==> config.mk <==
export PLATFORM = sky130hd
export DESIGN_NAME = cascade_irq_agg
export DESIGN_NICKNAME = d
export VERILOG_FILES = /design/src/rtl/irq_agg_pkg.sv /design/src/rtl/irq_slave_unit.sv /design/src/rtl/irq_master_unit.sv /design/src/rtl/cascade_irq_agg.sv
export SDC_FILE = /design/constraint.sdc
export NUM_CORES = 1
export LEC_CHECK = 0
export ABC_AREA = 0
export BUFFER_PORTS_ARGS = -buffer_cell sky130_fd_sc_hd__buf_2
export CORE_AREA = 2 2 111 113
export CTS_CLUSTER_DIAMETER = 50
export DETAILED_ROUTE_END_ITERATION = 12
export DIE_AREA = 0 0 113 115
export GPL_TIMING_DRIVEN = 1
export PLACE_DENSITY = 0.81
export SLEW_MARGIN = 20
export SYNTH_ARGS = -nofsm -noshare
export SYNTH_HDL_FRONTEND = slang
export SYNTH_SLANG_ARGS = --single-unit
==> constraint.sdc <==
create_clock -name clk -period 2 [get_ports clk]
set_clock_uncertainty 0.1 [all_clocks]
set_input_delay 0.2 -clock clk [delete_from_list [all_inputs] [get_ports clk]]
set_output_delay 0.2 -clock clk [all_outputs]
set_load 0.05 [all_outputs]
==> src/rtl/irq_agg_pkg.sv <==
package irq_agg_pkg;
  localparam int LINES     = 8;
  localparam int NSLV      = 4;
  localparam int GLOBAL_N  = LINES * NSLV;
  localparam int IDX_W     = $clog2(LINES);
  localparam int NUM_W     = $clog2(GLOBAL_N) + 1;
  localparam logic [2:0] EOI_OP = 3'b111;
  // lines with a fixed level trigger; all other fixed lines are edge
  localparam logic [GLOBAL_N-1:0] FIXED_LEVEL = 32'hFF90_0037;

  function automatic logic [IDX_W-1:0] slv_to_master(input logic [1:0] s);
    case (s)
      2'd0:    return IDX_W'(1);
      2'd1:    return IDX_W'(3);
      2'd2:    return IDX_W'(4);
      default: return IDX_W'(5);
    endcase
  endfunction

  function automatic logic [1:0] master_to_slv(input logic [IDX_W-1:0] m);
    case (m)
      IDX_W'(3): return 2'd1;
      IDX_W'(4): return 2'd2;
      IDX_W'(5): return 2'd3;
      default:   return 2'd0;
    endcase
  endfunction

  function automatic logic [IDX_W-1:0] lowest_set(input logic [LINES-1:0] v);
    logic [IDX_W-1:0] r;
    r = '0;
    for (int i = LINES - 1; i >= 0; i--)
      if (v[i]) r = IDX_W'(i);
    return r;
  endfunction
endpackage

==> src/rtl/irq_slave_unit.sv <==
module irq_slave_unit
  import irq_agg_pkg::*;
(
  input  logic             clk,
  input  logic             rst,
  input  logic [LINES-1:0] line_in,
  input  logic [LINES-1:0] level_mode,
  input  logic             mask_we,
  input  logic             eoi_we,
  input  logic [7:0]       wdata,
  input  logic             ack,
  input  logic [IDX_W-1:0] ack_line,
  output logic [LINES-1:0] mask_q,
  output logic             pend,
  output logic [IDX_W-1:0] win
);
  logic [LINES-1:0] prev_q, latch_q, isr_q, req, cand, ack_bit, eoi_bit;

  always_comb begin
    ack_bit = ack ? (LINES'(1) << ack_line) : '0;
    eoi_bit = (eoi_we && wdata[7:5] == EOI_OP) ? (LINES'(1) << wdata[IDX_W-1:0]) : '0;
    req     = (level_mode & line_in) | (~level_mode & latch_q);
    cand    = req & ~mask_q & ~isr_q;
    pend    = |cand;
    win     = lowest_set(cand);
  end

  always_ff @(posedge clk) begin
    if (rst) begin
      prev_q  <= '0;
      latch_q <= '0;
      isr_q   <= '0;
      mask_q  <= '1;
    end else begin
      prev_q  <= line_in;
      latch_q <= ((latch_q & ~ack_bit) | (line_in & ~prev_q)) & ~level_mode;
      isr_q   <= (isr_q | ack_bit) & ~eoi_bit;
      if (mask_we) mask_q <= wdata[LINES-1:0];
    end
  end
endmodule

==> src/rtl/irq_master_unit.sv <==
module irq_master_unit
  import irq_agg_pkg::*;
(
  input  logic             clk,
  input  logic             rst,
  input  logic [LINES-1:0] req_in,
  input  logic             eoi_we,
  input  logic [7:0]       wdata,
  input  logic             ack,
  input  logic [IDX_W-1:0] ack_in,
  output logic             pend,
  output logic [IDX_W-1:0] win
);
  logic [LINES-1:0] isr_q, cand, ack_bit, eoi_bit;

  always_comb begin
    ack_bit = ack ? (LINES'(1) << ack_in) : '0;
    eoi_bit = (eoi_we && wdata[7:5] == EOI_OP) ? (LINES'(1) << wdata[IDX_W-1:0]) : '0;
    cand    = req_in & ~isr_q;
    pend    = |cand;
    win     = lowest_set(cand);
  end

  always_ff @(posedge clk) begin
    if (rst) isr_q <= '0;
    else     isr_q <= (isr_q | ack_bit) & ~eoi_bit;
  end
endmodule

==> src/rtl/cascade_irq_agg.sv <==
module cascade_irq_agg
  import irq_agg_pkg::*;
#(
  parameter int ADDR_W = 4
) (
  input  logic                clk,
  input  logic                rst,
  input  logic [GLOBAL_N-1:0] irq_in,
  input  logic                bridge_irq,
  input  logic                bus_we,
  input  logic [ADDR_W-1:0]   bus_addr,
  input  logic [7:0]          bus_wdata,
  output logic [7:0]          bus_rdata,
  input  logic                int_ack,
  output logic                int_req,
  output logic [NUM_W-1:0]    int_num
);
  localparam logic [ADDR_W-1:0] A_MCMD  = ADDR_W'(0);
  localparam logic [ADDR_W-1:0] A_TRIGA = ADDR_W'(10);
  localparam logic [ADDR_W-1:0] A_TRIGB = ADDR_W'(11);

  logic [7:0]          trig_a_q;
  logic [2:0]          trig_b_q;
  logic [GLOBAL_N-1:0] level_vec, mask_all;
  logic [NSLV-1:0]     s_pend;
  logic [IDX_W-1:0]    s_win [NSLV];
  logic [LINES-1:0]    m_req;
  logic                m_pend, ack_go;
  logic [IDX_W-1:0]    m_win, m_ack_in;
  logic [1:0]          sel_slv;
  logic [7:0]          rd_mux;

  assign ack_go = int_ack && int_req;

  always_comb begin
    level_vec        = FIXED_LEVEL;
    level_vec[14:10] = trig_a_q[4:0];
    level_vec[18:16] = trig_a_q[7:5];
    level_vec[19]    = trig_b_q[0];
    level_vec[22:21] = trig_b_q[2:1];
  end

  for (genvar s = 0; s < NSLV; s++) begin : g_slv
    irq_slave_unit u_slv (
      .clk        (clk),
      .rst        (rst),
      .line_in    (irq_in[s*LINES +: LINES]),
      .level_mode (level_vec[s*LINES +: LINES]),
      .mask_we    (bus_we && bus_addr == ADDR_W'(3 + 2*s)),
      .eoi_we     (bus_we && bus_addr == ADDR_W'(2 + 2*s)),
      .wdata      (bus_wdata),
      .ack        (ack_go && !int_num[NUM_W-1] && int_num[NUM_W-2:IDX_W] == 2'(s)),
      .ack_line   (int_num[IDX_W-1:0]),
      .mask_q     (mask_all[s*LINES +: LINES]),
      .pend       (s_pend[s]),
      .win        (s_win[s])
    );
  end

  always_comb begin
    m_req    = '0;
    m_req[0] = bridge_irq;
    for (int s = 0; s < NSLV; s++)
      m_req[slv_to_master(2'(s))] = s_pend[s];
    m_ack_in = int_num[NUM_W-1] ? '0 : slv_to_master(int_num[NUM_W-2:IDX_W]);
    sel_slv  = master_to_slv(m_win);
  end

  irq_master_unit u_mst (
    .clk    (clk),
    .rst    (rst),
    .req_in (m_req),
    .eoi_we (bus_we && bus_addr == A_MCMD),
    .wdata  (bus_wdata),
    .ack    (ack_go),
    .ack_in (m_ack_in),
    .pend   (m_pend),
    .win    (m_win)
  );

  always_comb begin
    rd_mux = '0;
    for (int s = 0; s < NSLV; s++)
      if (bus_addr == ADDR_W'(3 + 2*s)) rd_mux = mask_all[s*LINES +: LINES];
    if (bus_addr == A_TRIGA) rd_mux = trig_a_q;
    if (bus_addr == A_TRIGB) rd_mux = {5'b0, trig_b_q};
  end

  always_ff @(posedge clk) begin
    if (rst) begin
      trig_a_q  <= '0;
      trig_b_q  <= '0;
      bus_rdata <= '0;
      int_req   <= 1'b0;
      int_num   <= '0;
    end else begin
      bus_rdata <= rd_mux;
      if (bus_we && bus_addr == A_TRIGA) trig_a_q <= bus_wdata;
      if (bus_we && bus_addr == A_TRIGB) trig_b_q <= bus_wdata[2:0];
      if (ack_go) begin
        int_req <= 1'b0;
      end else begin
        int_req <= m_pend;
        if (m_win == '0) int_num <= NUM_W'(GLOBAL_N);
        else             int_num <= {1'b0, sel_slv, s_win[sel_slv]};
      end
    end
  end
endmodule

==> results of run 1 <==
## synthesized netlist by cell type (2+ instances only)
cell type | count | area share, %
o211ai_1 | 2 | 0.25
inv_1 | 5 | 0.32
and2_1 | 2 | 0.21
or3b_1 | 2 | 0.29
a21oi_1 | 77 | 6.5
o22a_1 | 2 | 0.29
a211o_1 | 9 | 1.3
o21a_1 | 3 | 0.38
a22oi_1 | 3 | 0.38
nor3_1 | 60 | 5.1
o31ai_1 | 2 | 0.25
a41oi_2 | 2 | 0.55
nand3b_1 | 21 | 2.7
nand2b_1 | 13 | 1.4
dfxtp_1 | 129 | 43
or2_2 | 5 | 0.53
and3_1 | 6 | 0.63
nor2_1 | 100 | 6.3
a221oi_1 | 3 | 0.44
nor2b_1 | 50 | 5.3
a2bb2oi_1 | 2 | 0.29
nor3b_1 | 19 | 2.4
mux2i_1 | 28 | 4.7
nand2_1 | 81 | 5.1
nor4_1 | 5 | 0.53
o21ai_0 | 11 | 0.93
nand3_1 | 6 | 0.51
a211oi_1 | 6 | 0.76
nand4_1 | 3 | 0.32
buf_2 | 3 | 0.25
mux2_2 | 5 | 0.95
or3b_2 | 2 | 0.29
a22o_1 | 5 | 0.74
clkbuf_1 | 37 | 2.3
## critical path, delay by kind of cell, from the launching register on
kind | cells | cell delay [ns]
and+or+nand+nor | 2 | 0.35
AOI/OAI and AO/OA | 3 | 0.75
DFF | 1 | 0.36
muxes | 2 | 0.46
## per-stage QoR
step | instance area, um2 | TNS [ns] | setup slack, ns | hold slack, ns | power [mW]
global route | 8020 | -0.478 | -0.129 | 0.0157 | 6.92
detailed placement | 6840 | -0.304 | -0.136 | 0.327 | 3.35
finish | 8020 | -0.254 | -0.0986 | 0.0112 | 6.75
floorplan | 5950 | 0 | 0.0145 | 0.218 | 3.12
global placement | 6840 | -0.155 | -0.0784 | 0.322 | 3.34
CTS | 7840 | -0.0562 | -0.0535 | 0.000580 | 6.69
## power by group
group | total [mW] | internal, mW | switching [mW]
registers | 2.71 | 2.66 | 0.0511
logic | 0.705 | 0.298 | 0.407
clock network | 3.34 | 2.20 | 1.13
## flip-flops by register name, summed over array words and instances, names as in the netlist
name / cells
g_slv.u_slv.isr_q: 32
g_slv.u_slv.mask_q: 32
g_slv.u_slv.latch_q: 17
g_slv.u_slv.prev_q: 17
bus_rdata: 8
trig_a_q: 8
int_num: 6
u_mst.isr_q: 5
trig_b_q: 3
int_req: 1
## area by class of cell
type,instances,area (um2)
clock buffer,21,480
clock inverter,11,158
fill,878,3790
inverter,5,18.8
multi-input combinational,555,3490
sequential,129,2600
tap,147,184
timing repair buffer,158,1090
## logic make-up after synthesis
logic type      after synthesis  synth area share (%)
flops                       129                  43.5
simple gates                382                  32.7
compound gates              139                  15.0
buf+inv                      45                  2.91
mux                          34                  5.92
## worst max-delay path by stage
stage | startpoint | endpoint | cells past startpoint | slack, ns
finish | trig_a_q[4]$_SDFFE_PP0P_ | int_num[0]$_SDFFE_PP0N_ | 7 | -0.1
detailed placement | trig_b_q[1]$_SDFFE_PP0P_ | int_num[1]$_SDFFE_PP0N_ | 7 | -0.14
CTS | g_slv[3].u_slv.isr_q[6]$_SDFF_PP0_ | int_num[1]$_SDFFE_PP0N_ | 7 | -0.05
global placement | g_slv[1].u_slv.mask_q[4]$_SDFFE_PP1P_ | int_num[0]$_SDFFE_PP0N_ | 7 | -0.08
global route | g_slv[3].u_slv.isr_q[6]$_SDFF_PP0_ | int_num[1]$_SDFFE_PP0N_ | 7 | -0.13
floorplan | g_slv[3].u_slv.mask_q[6]$_SDFFE_PP1P_ | int_num[1]$_SDFFE_PP0N_ | 7 | 0.01
## metal layers
metal  part of all wire [%]  routed length (um)  global-route usage (%)
met1                     39                7770                    37.7
met2                     46                9170                    49.1
met3                    9.9                1990                    6.64
met4                    5.6                1130                    17.9
met5                      0                   0                       0
## timing repair
action | in CTS | in global routing
hold buffers | 18 | 0
setup buffers | 5 | 3
resized for setup | 29 | 36
endpoints found under the setup margin | 3 | 5
pin swaps | 12 | 12
endpoints found under the hold margin | 18 | 0
==> flow_metrics.tcl, run 1 <==
set metrics [dict create \
    postSynthCellCount 729 \
    final_common_cell "dfxtp_1" \
    row_count 40 \
    slew_headroom_pct 66.7 \
    tightest_slew_ns 0.498 \
    yosys_warnings 0 \
    vias 6184 \
    die_w_um 113 \
    finalCritPeriodShare_pct 105 \
    violations "DRC, setup timing" \
    min_period_ns 2.10 \
    synth_cell_types 54 \
    min_from "rst" \
    ant_nets 0 \
    worstReg2RegEnd "int_num[0]$_SDFFE_PP0N_" \
    power.density_nw_per_um2 842 \
    portBuffers 63 \
    post-route-util_pct 67.9 \
    crit_path_end_kind "flip-flop" \
    design.portCount 64 \
    grt_overflow 0 \
    reg2reg_from "trig_a_q[4]$_SDFFE_PP0P_" \
    cts.clk_slew.worst_paths_ns 0.06 \
    cp_max_fo 2 \
    r2r_cells 7 \
    root_buffer "clkbuf_16" \
    synth_top_flop_cell "dfxtp_1" \
    final_layout_size_suffix_gt1_share_pct 27.5 \
    nNetsFinal 915 \
    syn_area_um2 5940 \
    cts.sinks 129 \
    hold_viol_final 0 \
    synth_edf_count 0 \
    cap_viol_max_count 0 \
    place_inst 969 \
    clk_latency_ns 0.42 \
    grt_use_total_pct 30.4 \
    drc 1 \
    wl_per_cell_um 19.6 \
    final_max_slew_viol_count 0 \
    hp-class "in2reg" \
    viasPerCell 6.03 \
    gp_congestion 0.971 \
    layout_common_cells "dfxtp_1, nor2_1, nand2_1" \
    min_to "int_num[3]$_SDFFE_PP0N_" \
    drt-total-wl_mm 20.1 \
    grt_max_degree 108 \
    post-dp-hpwl_mm 13.1 \
    start_util_pct 50.3 \
    grt_pass1_vias 5927 \
    seq_area_frac_synth_pct 43.5 \
    layout.cells.non_filler 1026 \
    synth-async-reset-ratio_pct 0 \
    fp.dieArea_um2 13000 \
    cpMaxStageDelayCell "a221oi_1" \
    cp_data_arrival_time_ns 2.34 \
    critPathKind "reg2reg" \
    critPathMaxStageDelay_ns 0.43 \
    syn_nets 778 \
    status "finished with violations" \
    finalWorstSetupSlack_ns -0.0986 \
    syn_area_per_cell_um2 8.15 \
    ff2ff_setup_slack_ns -0.1 \
    coreArea_um2 11800 \
    cts_buffers 17 \
    whs_path_depth 2 \
    p_leak_nw 3.25 \
    drt-pass1-iter-count 10 \
    antenna_found_initial 0 \
    dieHeight_um 115 \
    ir_drop_v 0.000569 \
    path_cells "mux2_4, a21bo_2, a221oi_1, nor2_1, nor3_1, mux2i_1, o211ai_1" \
    diodes 0 \
    synthToLayoutAreaGrowth_pct 35.0 \
    max_freq_ghz 0.477 \
    grt_pass1_wl_mm 30.5 \
    synth_seq_cells 129 \
    cts-htree-levels 4 \
    setup_viol 4 \
    clockBufferDepth 2 \
    cts_tree "done" \
    rsz0062_at_grt "yes" \
    crit_required_ns 2.24 \
    start_kind "flip-flop" \
    drtIter0Drc 672 \
]
No activity file was read; power rests on OpenSTA's default activity.
==> run 2: changes to the inputs <==
- CORE_AREA: 2 2 111 113 -> 2 2 127 129
- DIE_AREA: 0 0 113 115 -> 0 0 129 131
- PLACE_DENSITY: 0.81 -> 0.79
- SYNTH_HIERARCHICAL: default -> 1
==> run 2 against run 1 <==
Effect of this change: the flow finishes with violations (setup timing); global-route usage shrank 2.3 points; clock power grew 4%; critical path type unchanged; critical endpoint is now int_num[2]$_SDFFE_PP0N_; combinational power grew 53%; sequential power grew 25%; largest power group unchanged; final area grew 32%; via count grew 23%; largest cell class unchanged; critical path depth grew 5; maximum frequency shrank 21%; utilization shrank 0.054 points.
==> flow_metrics.tcl, run 2 <==
set metrics [dict create \
    status "finished with violations" \
    violations "setup timing" \
    post-dp-hpwl_mm 15.9 \
    grt_max_degree 50 \
    design.portCount 64 \
    ant_nets 0 \
    finalWorstSetupSlack_ns -0.641 \
    gp_congestion 0.937 \
    cts_tree "done" \
    finalCritPeriodShare_pct 132 \
    synth_cell_types 60 \
    drt-pass1-iter-count 6 \
    grt_pass1_vias 7473 \
    cap_viol_max_count 0 \
    synth-xor-area-share_pct 0.113 \
    post-route-util_pct 67.8 \
    seq_area_frac_synth_pct 41.8 \
    synth_edf_count 0 \
    grt_pass1_wl_mm 37.1 \
    slew_headroom_pct 52.5 \
    wl_per_cell_um 17.1 \
    yosys.area_share.simple_pct 26.8 \
    p_leak_nw 4.22 \
    synth-async-reset-ratio_pct 0 \
    min_to "g_slv[2].u_slv/prev_q[7]$_SDFF_PP0_" \
    rsz0062_at_grt "yes" \
    fp.dieArea_um2 16900 \
    muxShareOfSynthArea_pct 5.42 \
    cts.clk_slew.worst_paths_ns 0.07 \
    fill_cells 1211 \
    drt-total-wl_mm 23.1 \
    portBuffers 63 \
    clockBufferDepth 2 \
    start_kind "flip-flop" \
    antenna_found_initial 0 \
    regArea_um2 3260 \
    nNetsFinal 1173 \
    drc 0 \
    cts_buffers 17 \
    synth_seq_cells 162 \
    coreArea_um2 15600 \
    syn_area_per_cell_um2 8.99 \
    row_count 46 \
    yosys.area.top_type_share_pct 41.8 \
    grt_use_total_pct 28.2 \
    setup_viol 7 \
    synth_top_family_by_area "simple AND/OR/NAND/NOR gates" \
    synth-compound-area-share_pct 22.4 \
    tightest_slew_ns 0.712 \
    hold_viol_final 0 \
    synth_top_cell_by_area "dfxtp_1" \
    viasPerCell 5.61 \
    syn_area_um2 7760 \
    synthTopCellsByArea "dfxtp_1, nor2b_1, a21oi_1, mux2i_1, a211o_1" \
    reg2reg_from "trig_b_q[2]$_SDFFE_PP0P_" \
    crit_path_end_kind "flip-flop" \
    postSynthCellCount 863 \
    yosys-top-cells-count "dfxtp_1, nor2b_1, a21oi_1" \
    post-place-ws_ns -0.640 \
    ir_drop_v 0.000669 \
    multi_input_area_um2 4620 \
    vias 7590 \
    die_w_um 129 \
    cp_data_arrival_time_ns 2.87 \
    synth_top_flop_cell "dfxtp_1" \
    clk_latency_ns 0.44 \
    whs_path_depth 3 \
    r2r_cells 12 \
    critPathKind "reg2reg" \
    post-synth-top-count-cell "dfxtp_1" \
    dieHeight_um 131 \
    drtIter0Drc 742 \
    final_max_slew_viol_count 0 \
    grt_overflow 0 \
    min_period_ns 2.64 \
    synth_fa_ha_area_share_pct 0 \
    start_util_pct 49.8 \
    crit_required_ns 2.23 \
    final_common_cell "dfxtp_1" \
    min_from "irq_in[23]" \
    power.density_nw_per_um2 749 \
    cts.sinks 162 \
    cts-htree-levels 4 \
    root_buffer "clkbuf_16" \
    synthToLayoutAreaGrowth_pct 36.4 \
    power_mw 7.93 \
    diodes 0 \
    yosys_warnings 6 \
    worstReg2RegEnd "int_num[2]$_SDFFE_PP0N_" \
    max_freq_ghz 0.379 \
    final_layout_size_suffix_gt1_share_pct 27.5 \
    cp_max_fo 5 \
    hp-class "in2reg" \
    ff2ff_setup_slack_ns -0.64 \
    layout_common_cells "dfxtp_1, buf_4, nor2b_1" \
]
run 2: cells by family (layout without fill, tap and decap cells):
logic type      after synthesis  after routing
mux                          40             40
buf+inv                      61            291
simple gates                368            368
compound gates              229            229
xor+xnor                      1              1
other cells                   2             46
flops                       162            162
run 2: cell type report:
type | instances | area share, %
Multi-Input combinational cell | 684 | 43.7
Clock inverter | 15 | 1.87
Inverter | 26 | 0.922
Tap cell | 216 | 2.55
Clock buffer | 17 | 4.02
Timing Repair Buffer | 233 | 16.2
Sequential cell | 162 | 30.8
run 2: through the flow:
step / TNS [ns] / std cells / area [um2] / hold slack, ns
after CTS: -2.57 / 1350 / 10500 / 0.000208
final: -3.39 / 1353 / 10600 / 0.00591
after floorplan: -1.64 / 907 / 8020 / 0.172
after detailed placement: -3.40 / 1282 / 9460 / 0.343
after global routing: -3.97 / 1353 / 10600 / 0.0115
after global placement: -3.03 / 1282 / 9460 / 0.335
run 2: per-layer routing:
metal  track usage [%]  wire, um  vias up
met3              5.66      1570       54
met4              13.4       783        0
met1              35.3      9890     3575
li1                  -         -     3635
met5                 0         0        -
met2              46.7     10900      326
run 2: timing repair:
action                     CTS  global route
gates resized for setup     21            13
gates cloned                 1             0
setup endpoints to repair    7             7
hold endpoints to repair    31             0
hold buffers                31             0
buffers inserted             5             3
pin swaps                   11             9
run 2: power by group:
group / internal [mW] / switching, mW / total (mW)
Combinational: 0.474 / 0.604 / 1.08
Clock: 2.01 / 1.45 / 3.46
Sequential: 3.34 / 0.0577 / 3.39
Total: 5.82 / 2.11 / 7.93
run 2: worst max-delay path by stage:
stage | from | end | cells after the start | slack (ns)
2_1_floorplan | trig_b_q[2]$_SDFFE_PP0P_ | int_num[2]$_SDFFE_PP0N_ | 12 | -0.41
3_3_place_gp | trig_b_q[2]$_SDFFE_PP0P_ | int_num[2]$_SDFFE_PP0N_ | 12 | -0.57
3_5_place_dp | g_slv[1].u_slv/mask_q[5]$_SDFFE_PP1P_ | int_num[2]$_SDFFE_PP0N_ | 10 | -0.64
4_1_cts | trig_b_q[2]$_SDFFE_PP0P_ | int_num[2]$_SDFFE_PP0N_ | 12 | -0.53
5_1_grt | trig_b_q[2]$_SDFFE_PP0P_ | int_num[2]$_SDFFE_PP0N_ | 12 | -0.73
6_report | trig_b_q[2]$_SDFFE_PP0P_ | int_num[2]$_SDFFE_PP0N_ | 12 | -0.64
run 2: worst max-delay path: stages, from the launching register on:
cell and delay (ns):
dfxtp_2 0.34, mux2_4 0.32, and2_4 0.16, and4bb_2 0.35, nand2b_4 0.09, nand2b_4 0.08, nand3_2 0.06, o211ai_1 0.24
buf_4 0.21, nor2b_4 0.05, a211oi_2 0.19, o22ai_1 0.12, a22o_1 0.23
==> run 3: changes to the inputs <==
==> constraint.sdc (replaced) <==
create_clock -name clk -period 2 [get_ports clk]
set_clock_uncertainty 0.1 [all_clocks]
set_input_delay 0.4 -clock clk [delete_from_list [all_inputs] [get_ports clk]]
set_output_delay 0.4 -clock clk [all_outputs]
set_load 0.05 [all_outputs]
==> run 3 against run 2 <==
Effect of this change: the flow still finishes with violations (setup timing); via count increased by 0.57%; die area unchanged; routed wire length increased by 1.3%; sequential power about the same; sequential share of layout area increased by 0.53 points; final cell count decreased by 1.2%; critical endpoint unchanged; largest cell class unchanged.
==> flow_metrics.tcl, run 3 (synthesis results as in run 2) <==
set metrics [dict create \
    status "finished with violations" \
    violations "setup timing" \
    design.portCount 64 \
    start_kind "flip-flop" \
    finalCritPeriodShare_pct 135 \
    worstReg2RegEnd "int_num[2]$_SDFFE_PP0N_" \
    nNetsFinal 1157 \
    post-place-ws_ns -1.16 \
    place_inst 1289 \
    clk_latency_ns 0.43 \
    crit_start "trig_a_q[4]$_SDFFE_PP0P_" \
    min_from "irq_in[3]" \
    grt_pass1_vias 7235 \
    tightest_slew_ns 0.771 \
    drc 0 \
    coreArea_um2 15600 \
    internal-power_mw 5.96 \
    synthToLayoutAreaGrowth_pct 34.1 \
    cts_buffers 17 \
    gp_congestion 0.988 \
    ff2ff_setup_slack_ns -0.69 \
    wl_per_cell_um 17.5 \
    path_buf_inv 2 \
    row_count 46 \
    p_leak_nw 4.15 \
    place_area_um2 9480 \
    hp-class "in2reg" \
    root_buffer "clkbuf_16" \
    cp_top_family "compound AO/OA/AOI/OAI gates" \
    slew_headroom_pct 48.6 \
    portBuffers 63 \
    diodes 0 \
    post-dp-hpwl_mm 16.3 \
    power_mw 7.98 \
    cts_tree "done" \
    antenna_found_initial 1 \
    grt_overflow 0 \
    vias 7633 \
    viasPerCell 5.71 \
    die_w_um 129 \
    rsz0062_at_grt "yes" \
    switchingPower_mw 2.03 \
    cap_viol_max_count 0 \
    clockBufferDepth 2 \
    crit_path_end_kind "flip-flop" \
    ir_drop_v 0.000590 \
    reg2reg_from "trig_a_q[4]$_SDFFE_PP0P_" \
    cts-htree-levels 4 \
    min_to "g_slv[0].u_slv/prev_q[3]$_SDFF_PP0_" \
    critPathKind "reg2reg" \
    crit_required_ns 2.22 \
    layout.cells.non_filler 1337 \
    cts_hold_buf 0 \
    final_max_slew_viol_count 0 \
    fp.dieArea_um2 16900 \
    hold_viol_final 0 \
    layout_common_cells "dfxtp_1, buf_4, nor2b_1" \
    regArea_um2 3260 \
    r2r_cells 11 \
    finalWorstSetupSlack_ns -0.691 \
    final_common_cell "dfxtp_1" \
    setup_viol 7 \
    grt_use_total_pct 27.6 \
    start_util_pct 49.8 \
    final_layout_size_suffix_gt1_share_pct 29.2 \
    multi_input_area_um2 4640 \
    drtIter0Drc 766 \
    cpMaxStageDelayCell "dfxtp_2" \
    min_period_ns 2.69 \
    power_frac_clock_pct 44.0 \
    cp_max_fo 4 \
    grt_pass1_wl_mm 36.4 \
    drt-pass1-iter-count 7 \
    grt_max_degree 37 \
    dieHeight_um 131 \
    cts.clk_slew.worst_paths_ns 0.06 \
    combPwrFrac_pct 13.5 \
    fill_cells 1229 \
    finalInstanceArea_um2 10400 \
    path_cells "mux2_4, and2_4, and4bb_2, nand2b_1, buf_4, nand2b_1, a31oi_4, buf_4, a211oi_2, o22ai_1, a22o_1" \
    cts.sinks 162 \
    max_freq_ghz 0.372 \
    power.density_nw_per_um2 767 \
    critPathMaxStageDelay_ns 0.34 \
    whs_ns 0.104 \
    p_sw_share_pct 25.4 \
    ant_nets 0 \
    whs_path_depth 2 \
    seq_power_share_pct 42.5 \
    drt-total-wl_mm 23.4 \
    cp_data_arrival_time_ns 2.91 \
]
[run 3: cell types whose count changed in the layout (fill, tap and decap cells not counted), moves of 2 or more]
cell,change
clkinvlp_4,+2
o21ai_1,+2
clkbuf_8,+2
inv_6,-3
or2_2,+2
or2_4,-2
inv_8,-3
dlygate4sd3_1,-31
clkbuf_1,+2
buf_12,-2
buf_4,+17
[run 3: layout make-up]
cell class	instances	share of cell area, %
Clock buffer	21	4.42
Timing Repair Buffer	217	14.4
Inverter	26	0.938
Multi-Input combinational cell	684	44.6
Tap cell	216	2.60
Clock inverter	11	1.71
Sequential cell	162	31.3
[run 3: timing repair]
action / in CTS / in global routing
cloned: 1 / 0
setup buffers: 9 / 7
endpoints found under the setup margin: 7 / 7
pin swaps: 14 / 7
resized for setup: 24 / 15
[run 3: worst max path at each step]
stage | endpoint | cells after the start
after floorplan | int_num[2]$_SDFFE_PP0N_ | 12
after global placement | int_num[2]$_SDFFE_PP0N_ | 11
after detailed placement | int_num[1]$_SDFFE_PP0N_ | 11
after CTS | int_num[1]$_SDFFE_PP0N_ | 12
after global routing | int_num[3]$_SDFFE_PP0N_ | 12
final | int_num[2]$_SDFFE_PP0N_ | 11
[run 3: power by group through the flow]
stage | Clock [mW] | Sequential (mW) | Combinational [mW]
after floorplan | 0 | 3.52 | 0.509
after global placement | 0 | 3.46 | 0.933
after detailed placement | 0 | 3.47 | 0.950
after CTS | 3.54 | 3.40 | 1.00
after global routing | 3.67 | 3.41 | 1.15
final | 3.51 | 3.40 | 1.08
[run 3: layer usage]
layer / global-route usage, % / wire length [um] / vias to the layer above
li1: - / - / 3610
met1: 34.5 / 9770 / 3610
met2: 47.2 / 11200 / 345
met3: 6.23 / 1700 / 68
met4: 9.59 / 714 / 0
met5: 0 / 0 / -
[run 3: metrics by stage]
stage / TNS [ns] / util (%)
2_1_floorplan: -1.78 / -
3_3_place_gp: -5.71 / 60.8
3_5_place_dp: -6.49 / 60.8
4_1_cts: -3.42 / 66.0
5_1_grt: -4.56 / 66.7
6_report: -4.22 / 66.7
